**src/rtl/mmac_pkg.sv**
```systemverilog
package mmac_pkg;
  localparam logic [1:0] MODE_3X9  = 2'd0;
  localparam logic [1:0] MODE_2X18 = 2'd1;
  localparam logic [1:0] MODE_1X27 = 2'd2;
endpackage

```
**src/rtl/mmac_mult_array.sv**
```systemverilog
module mmac_mult_array
  import mmac_pkg::*;
#(
  parameter int BASE_W = 9,
  parameter int ACC_W  = 64,
  localparam int OP_W  = 4 * BASE_W
) (
  input  logic [1:0]       mode_i,
  input  logic [OP_W-1:0]  a_i,
  input  logic [OP_W-1:0]  b_i,
  output logic [ACC_W-1:0] sum_o
);
  localparam int W1 = BASE_W;
  localparam int W2 = 2 * BASE_W;
  localparam int W3 = 3 * BASE_W;

  logic [ACC_W-1:0] e1 [3];
  logic [ACC_W-1:0] e2 [2];
  logic [ACC_W-1:0] e3;

  for (genvar k = 0; k < 3; k++) begin : g_l1
    logic signed [2*W1-1:0] p;
    assign p     = $signed(a_i[k*W1 +: W1]) * $signed(b_i[k*W1 +: W1]);
    assign e1[k] = {{(ACC_W-2*W1){p[2*W1-1]}}, p};
  end

  for (genvar k = 0; k < 2; k++) begin : g_l2
    logic signed [2*W2-1:0] p;
    assign p     = $signed(a_i[k*W2 +: W2]) * $signed(b_i[k*W2 +: W2]);
    assign e2[k] = {{(ACC_W-2*W2){p[2*W2-1]}}, p};
  end

  logic signed [2*W3-1:0] p3;
  assign p3 = $signed(a_i[W3-1:0]) * $signed(b_i[W3-1:0]);
  assign e3 = {{(ACC_W-2*W3){p3[2*W3-1]}}, p3};

  always_comb begin
    case (mode_i)
      MODE_3X9:  sum_o = e1[0] + e1[1] + e1[2];
      MODE_2X18: sum_o = e2[0] + e2[1];
      default:   sum_o = e3;
    endcase
  end
endmodule

```
**src/rtl/mmac_acc_bank.sv**
```systemverilog
module mmac_acc_bank #(
  parameter int ACC_W = 64,
  parameter int CH    = 2,
  localparam int CH_W = (CH > 1) ? $clog2(CH) : 1
) (
  input  logic             clk_i,
  input  logic             rst_ni,
  input  logic             en_i,
  input  logic             clr_i,
  input  logic             accum_i,
  input  logic             sub_i,
  input  logic [CH_W-1:0]  ch_i,
  input  logic [ACC_W-1:0] sum_i,
  input  logic [ACC_W-1:0] casc_i,
  output logic [ACC_W-1:0] acc_o
);
  logic [ACC_W-1:0] acc_q [CH];
  logic [ACC_W-1:0] fb, term, nxt;

  always_comb begin
    fb   = accum_i ? acc_q[ch_i] : '0;
    term = sub_i ? (~sum_i + ACC_W'(1)) : sum_i;
    nxt  = fb + casc_i + term;  // wraps, no saturation
  end

  always_ff @(posedge clk_i or negedge rst_ni) begin
    if (!rst_ni) begin
      for (int i = 0; i < CH; i++) acc_q[i] <= '0;
      acc_o <= '0;
    end else if (clr_i) begin
      acc_q[ch_i] <= '0;
      acc_o       <= '0;
    end else if (en_i) begin
      acc_q[ch_i] <= nxt;
      acc_o       <= nxt;
    end
  end
endmodule

```
**src/rtl/mmac_round.sv**
```systemverilog
module mmac_round #(
  parameter int ACC_W   = 64,
  parameter int RND_POS = 16,
  parameter int OUT_W   = 48
) (
  input  logic             clk_i,
  input  logic             rst_ni,
  input  logic [ACC_W-1:0] val_i,
  output logic [OUT_W-1:0] rnd_o
);
  localparam int               HS   = (RND_POS > 0) ? RND_POS - 1 : 0;
  localparam logic [ACC_W-1:0] HALF = (RND_POS > 0) ? (ACC_W'(1) << HS) : '0;

  logic [ACC_W-1:0] biased;
  assign biased = val_i + HALF;

  always_ff @(posedge clk_i or negedge rst_ni) begin
    if (!rst_ni) rnd_o <= '0;
    else         rnd_o <= OUT_W'(biased >> RND_POS);
  end
endmodule

```
**src/rtl/mmac_unit.sv**
```systemverilog
module mmac_unit #(
  parameter int BASE_W  = 9,
  parameter int ACC_W   = 64,
  parameter int RND_POS = 16,
  parameter int OUT_W   = 48,
  localparam int OP_W   = 4 * BASE_W
) (
  input  logic             clk_i,
  input  logic             rst_ni,
  input  logic             en_i,
  input  logic [1:0]       mode_i,
  input  logic [OP_W-1:0]  a_i,
  input  logic [OP_W-1:0]  b_i,
  input  logic             sub_i,
  input  logic             accum_i,
  input  logic             clr_i,
  input  logic             ch_i,
  input  logic [ACC_W-1:0] casc_i,
  output logic [ACC_W-1:0] acc_o,
  output logic [ACC_W-1:0] casc_o,
  output logic [OUT_W-1:0] rnd_o
);
  logic [ACC_W-1:0] prod_sum;

  mmac_mult_array #(.BASE_W(BASE_W), .ACC_W(ACC_W)) u_mult (
    .mode_i (mode_i),
    .a_i    (a_i),
    .b_i    (b_i),
    .sum_o  (prod_sum)
  );

  mmac_acc_bank #(.ACC_W(ACC_W), .CH(2)) u_acc (
    .clk_i   (clk_i),
    .rst_ni  (rst_ni),
    .en_i    (en_i),
    .clr_i   (clr_i),
    .accum_i (accum_i),
    .sub_i   (sub_i),
    .ch_i    (ch_i),
    .sum_i   (prod_sum),
    .casc_i  (casc_i),
    .acc_o   (acc_o)
  );

  assign casc_o = acc_o;

  mmac_round #(.ACC_W(ACC_W), .RND_POS(RND_POS), .OUT_W(OUT_W)) u_rnd (
    .clk_i  (clk_i),
    .rst_ni (rst_ni),
    .val_i  (acc_o),
    .rnd_o  (rnd_o)
  );
endmodule

```
**config.mk**
```make
export PLATFORM = sky130hd
export DESIGN_NAME = mmac_unit
export DESIGN_NICKNAME = d
export VERILOG_FILES = /design/src/rtl/mmac_pkg.sv /design/src/rtl/mmac_mult_array.sv /design/src/rtl/mmac_acc_bank.sv /design/src/rtl/mmac_round.sv /design/src/rtl/mmac_unit.sv
export SDC_FILE = /design/constraint.sdc
export NUM_CORES = 2
export LEC_CHECK = 0
export ABC_AREA = 1
export BUFFER_PORTS_ARGS = -buffer_cell sky130_fd_sc_hd__buf_2
export CAP_MARGIN = 15
export CORE_ASPECT_RATIO = 1.25
export CORE_UTILIZATION = 45
export DETAILED_ROUTE_END_ITERATION = 12
export HOLD_SLACK_MARGIN = 0.15
export PLACE_DENSITY = 0.66
export SLEW_MARGIN = 20
export SYNTH_ARGS = -nofsm -noshare
export SYNTH_HDL_FRONTEND = slang
export SYNTH_HIERARCHICAL = 1
export SYNTH_SLANG_ARGS = --single-unit
```
**constraint.sdc**
```tcl
create_clock -name clk_i -period 3.9 [get_ports clk_i]
set_clock_uncertainty 0.2 [all_clocks]
set_input_delay 0.585 -clock clk_i [delete_from_list [all_inputs] [get_ports clk_i]]
set_output_delay 0.585 -clock clk_i [all_outputs]
set_load 0.01 [all_outputs]
```
==> results.sh <==
export IMPL_root_buffer="clkbuf_16"
export IMPL_cp_max_fo=6
export IMPL_synth_top_family_by_area="adder cells"
export IMPL_rsz0062_at_grt="yes"
export IMPL_grt_util_met1_pct=42.1
export IMPL_final_core_util_pct=62.8
export IMPL_finalWirelength_mm=358
export IMPL_ys_ff_latch=240
export IMPL_grt_met2_usage_pct=74.6
export IMPL_slew_limit_headroom_pct=42.1
export IMPL_required_ns=4.22
export IMPL_die_area_um2=168000
export IMPL_yosysUniqueCellTypes=55
export IMPL_fp_dieW_um=367
export IMPL_ys_seq_area_share_pct=8.03
export IMPL_start_kind="input pin"
export IMPL_drt_initial_drc_count=5141
export IMPL_ys_flop_type="dfrtp_1"
export IMPL_area_delta_synth_final_pct=38.1
export IMPL_clock_path_buffers=3
export IMPL_yosys_warnings=6
export IMPL_end_kind="register"
export IMPL_fmaxAchievable_mhz=95.5
export IMPL_gr_max_usage_layer="met2"
export IMPL_dp_hpwl_mm=310
export IMPL_regToRegStartpoint="u_acc/acc_q[65]"
export IMPL_hold_viol=0
export IMPL_maxSlewViolCount=0
export IMPL_worst_path_max_delay_cell="fa_2"
export IMPL_synth_mux_area_share_pct=0
export IMPL_final_min_clock_period_ns=10.48
export IMPL_drv_cap=0
export IMPL_grtUsageMet3_pct=6.28
export IMPL_violations="negative setup slack"
export IMPL_cts_tree="built"
export IMPL_synth_simple_gate_area_share_pct=20.4
export IMPL_synthCells=9780
export IMPL_first_pass_iters=6
export IMPL_synth_xor_area_share_pct=1.50
export IMPL_synth_adder_area_share_pct=49.8
export IMPL_place_ws_ns=-8.29
export IMPL_critPathMostFrequentCell="buf_4"
export IMPL_hold_depth=4
export IMPL_num_rows=166
export IMPL_final_nets=13900
export IMPL_critical_path_endpoint="u_acc/acc_o[57]"
export IMPL_htree_levels=1
export IMPL_slowest_delay_ns=0.65
export IMPL_final_instance_count_excl_fill=14000
export IMPL_cts_clk_slew_worst_paths_ns=0.07
export IMPL_rr_worst_depth=16
export IMPL_placedCellCount=13700
export IMPL_core_area_um2=164000
export IMPL_arrival_ns=10.79
export IMPL_r2r_setup_slack_ns=0.41
export IMPL_synth_compound_area_share_pct=4.48
export IMPL_die_h_um=458
export IMPL_r2r_end="u_acc/acc_o[45]"
export IMPL_ios=321
export IMPL_wl_per_cell_um=25.6
export IMPL_worstSetupStartpoint="b_i[35]"
export IMPL_cts_buffers=23
export IMPL_path_class="in2reg"
export IMPL_place_port_buffers=320
export IMPL_clock_latency_ns=0.58
export IMPL_worst_slack_ns=-6.58
export IMPL_syn_avg_cell_area_um2=7.64
export IMPL_vias_per_cell=5.20
export IMPL_clock_sinks=240
export IMPL_drtAntennaViolNets=0
export IMPL_holdCritPathClass="in2reg"
export IMPL_antenna_found_initial=35
export IMPL_grt_pass1_vias=76500
export IMPL_syn_cell_area_um2=74800
export IMPL_syn_nets=11900
export IMPL_overflow=0
export IMPL_synth_edff_count=0
export IMPL_grt_max_degree=97
export IMPL_async_reset_ff_share_pct=100
export IMPL_grt_usage_pct=42.1
export IMPL_setup_viol=189
export IMPL_drc=0
export IMPL_grt_pass1_wl_mm=505
export IMPL_initial_core_util_pct=45.5
export IMPL_status="complete, but fails checks"
export IMPL_fin_crit_sh_pct=269
export IMPL_vias=72800
export IMPL_worst_pin_slew_ns=0.868
export IMPL_place_congestion=1.06
export IMPL_layout_drive_gt1_share_pct=32.5
-- kinds of logic after synthesis --
group	Yosys count
DFF	240
AOI/OAI and AO/OA	625
buffers and inverters	3042
and+or+nand+nor	3723
xor gates and xnor gates	128
adders and majority gates	2022
-- critical path, delay by kind of cell --
family                     cells  cell delay [ns]
adders and majority gates     11             5.17
and+or+nand+nor               22             2.20
buffers and inverters         17             2.17
AOI/OAI and AO/OA              3             0.44
xor gates and xnor gates       1             0.17
-- timing repair --
item                                    CTS  global route
endpoints found under the hold margin    90             0
cloned                                    5             6
pin swaps                               235           548
hold buffers                              1             0
endpoints found under the setup margin  189           189
setup buffers                            87           128
resized for setup                       652          1175
-- worst min-delay path by stage --
stage | start | endpoint | slack (ns)
2_1_floorplan | rst_ni | u_acc/acc_o[0] | 0.09
3_3_place_gp | u_acc/acc_q[95] | u_acc/acc_q[95] | 0.26
3_5_place_dp | u_acc/acc_q[123] | u_acc/acc_q[123] | 0.26
4_1_cts | casc_i[0] | u_acc/acc_o[0] | 0.24
5_1_grt | en_i | u_acc/acc_o[57] | 0.26
6_report | casc_i[0] | u_acc/acc_o[0] | 0.26
-- metal layers --
metal | up-vias | share of wire [%]
li1 | 32300 | -
met1 | 36000 | 31
met2 | 3237 | 49
met3 | 1318 | 6.4
met4 | 8 | 13
met5 | - | 0.014
-- synth_stat cells (3+ instances only) --
cell	number	share of area, %
and2_1	3	0.025
or2_2	33	0.28
o21ai_0	286	1.9
buf_2	7	0.047
xnor2_1	47	0.55
nor2_2	16	0.13
inv_2	11	0.055
buf_1	54	0.27
nor2_1	531	2.7
nand3_1	262	1.8
dfrtp_1	240	8.0
nand3b_1	31	0.31
o211ai_1	8	0.080
a21boi_0	9	0.090
o21bai_1	26	0.26
nand2_2	17	0.14
nand4_1	118	0.99
xor2_1	81	0.95
nand2_1	2604	13
a21oi_1	243	1.6
buf_4	74	0.74
nor4_1	5	0.042
ha_1	429	7.2
clkbuf_1	246	1.2
nand3_2	18	0.24
inv_1	2642	13
fa_1	1593	43
a21o_1	7	0.070
o22ai_1	23	0.19
o31ai_1	5	0.050
nor2_4	11	0.17
o21ai_1	3	0.020
clkinv_1	4	0.020
a21oi_2	3	0.035
nor3_1	60	0.40
-- per-stage QoR --
stage	hold slack [ns]	setup TNS, ns	instance area (um2)
after CTS	0.238	-1106.96	97700
after detailed placement	0.261	-1340.17	93700
after global routing	0.263	-1146.40	103000
after floorplan	0.0894	-948.17	76500
final	0.256	-1095.43	103000
after global placement	0.257	-1338.39	93700
-- state kept, by name, summed over array words and instances, names as in the netlist --
| signal | count |
|---|---|
| u_rnd/rnd_o | 48 |
| u_acc/acc_q | 128 |
| u_acc/acc_o | 64 |
-- cell type report --
class	count	area [um2]
clock inverters	11	141
fillers	14700	61100
well taps	2184	2730
flip-flops and latches	240	6010
repair buffers	2352	19800
diodes	29	72.6
multi-input cells	6499	63800
clock buffers	30	642
inverters	2657	10100
-- layout by cell type, fill, tap and decap left out, types with 62 or more instances in the layout --
cell,n
inv_1,2458
nand2_1,2246
buf_4,1765
fa_1,1452
nor2_1,345
ha_1,326
buf_2,274
nand2_2,267
dfrtp_1,240
o21ai_0,192
inv_2,166
nand3_1,161
buf_12,159
a21oi_1,159
fa_2,141
nor2_4,134
buf_6,121
nand4_1,118
nand2_4,98
ha_4,95
nor2_2,79
nand3_2,73
xor2_1,62
Power is not shown: default switching activity piles up to over one toggle a cycle in this logic, so the estimate is an artifact.
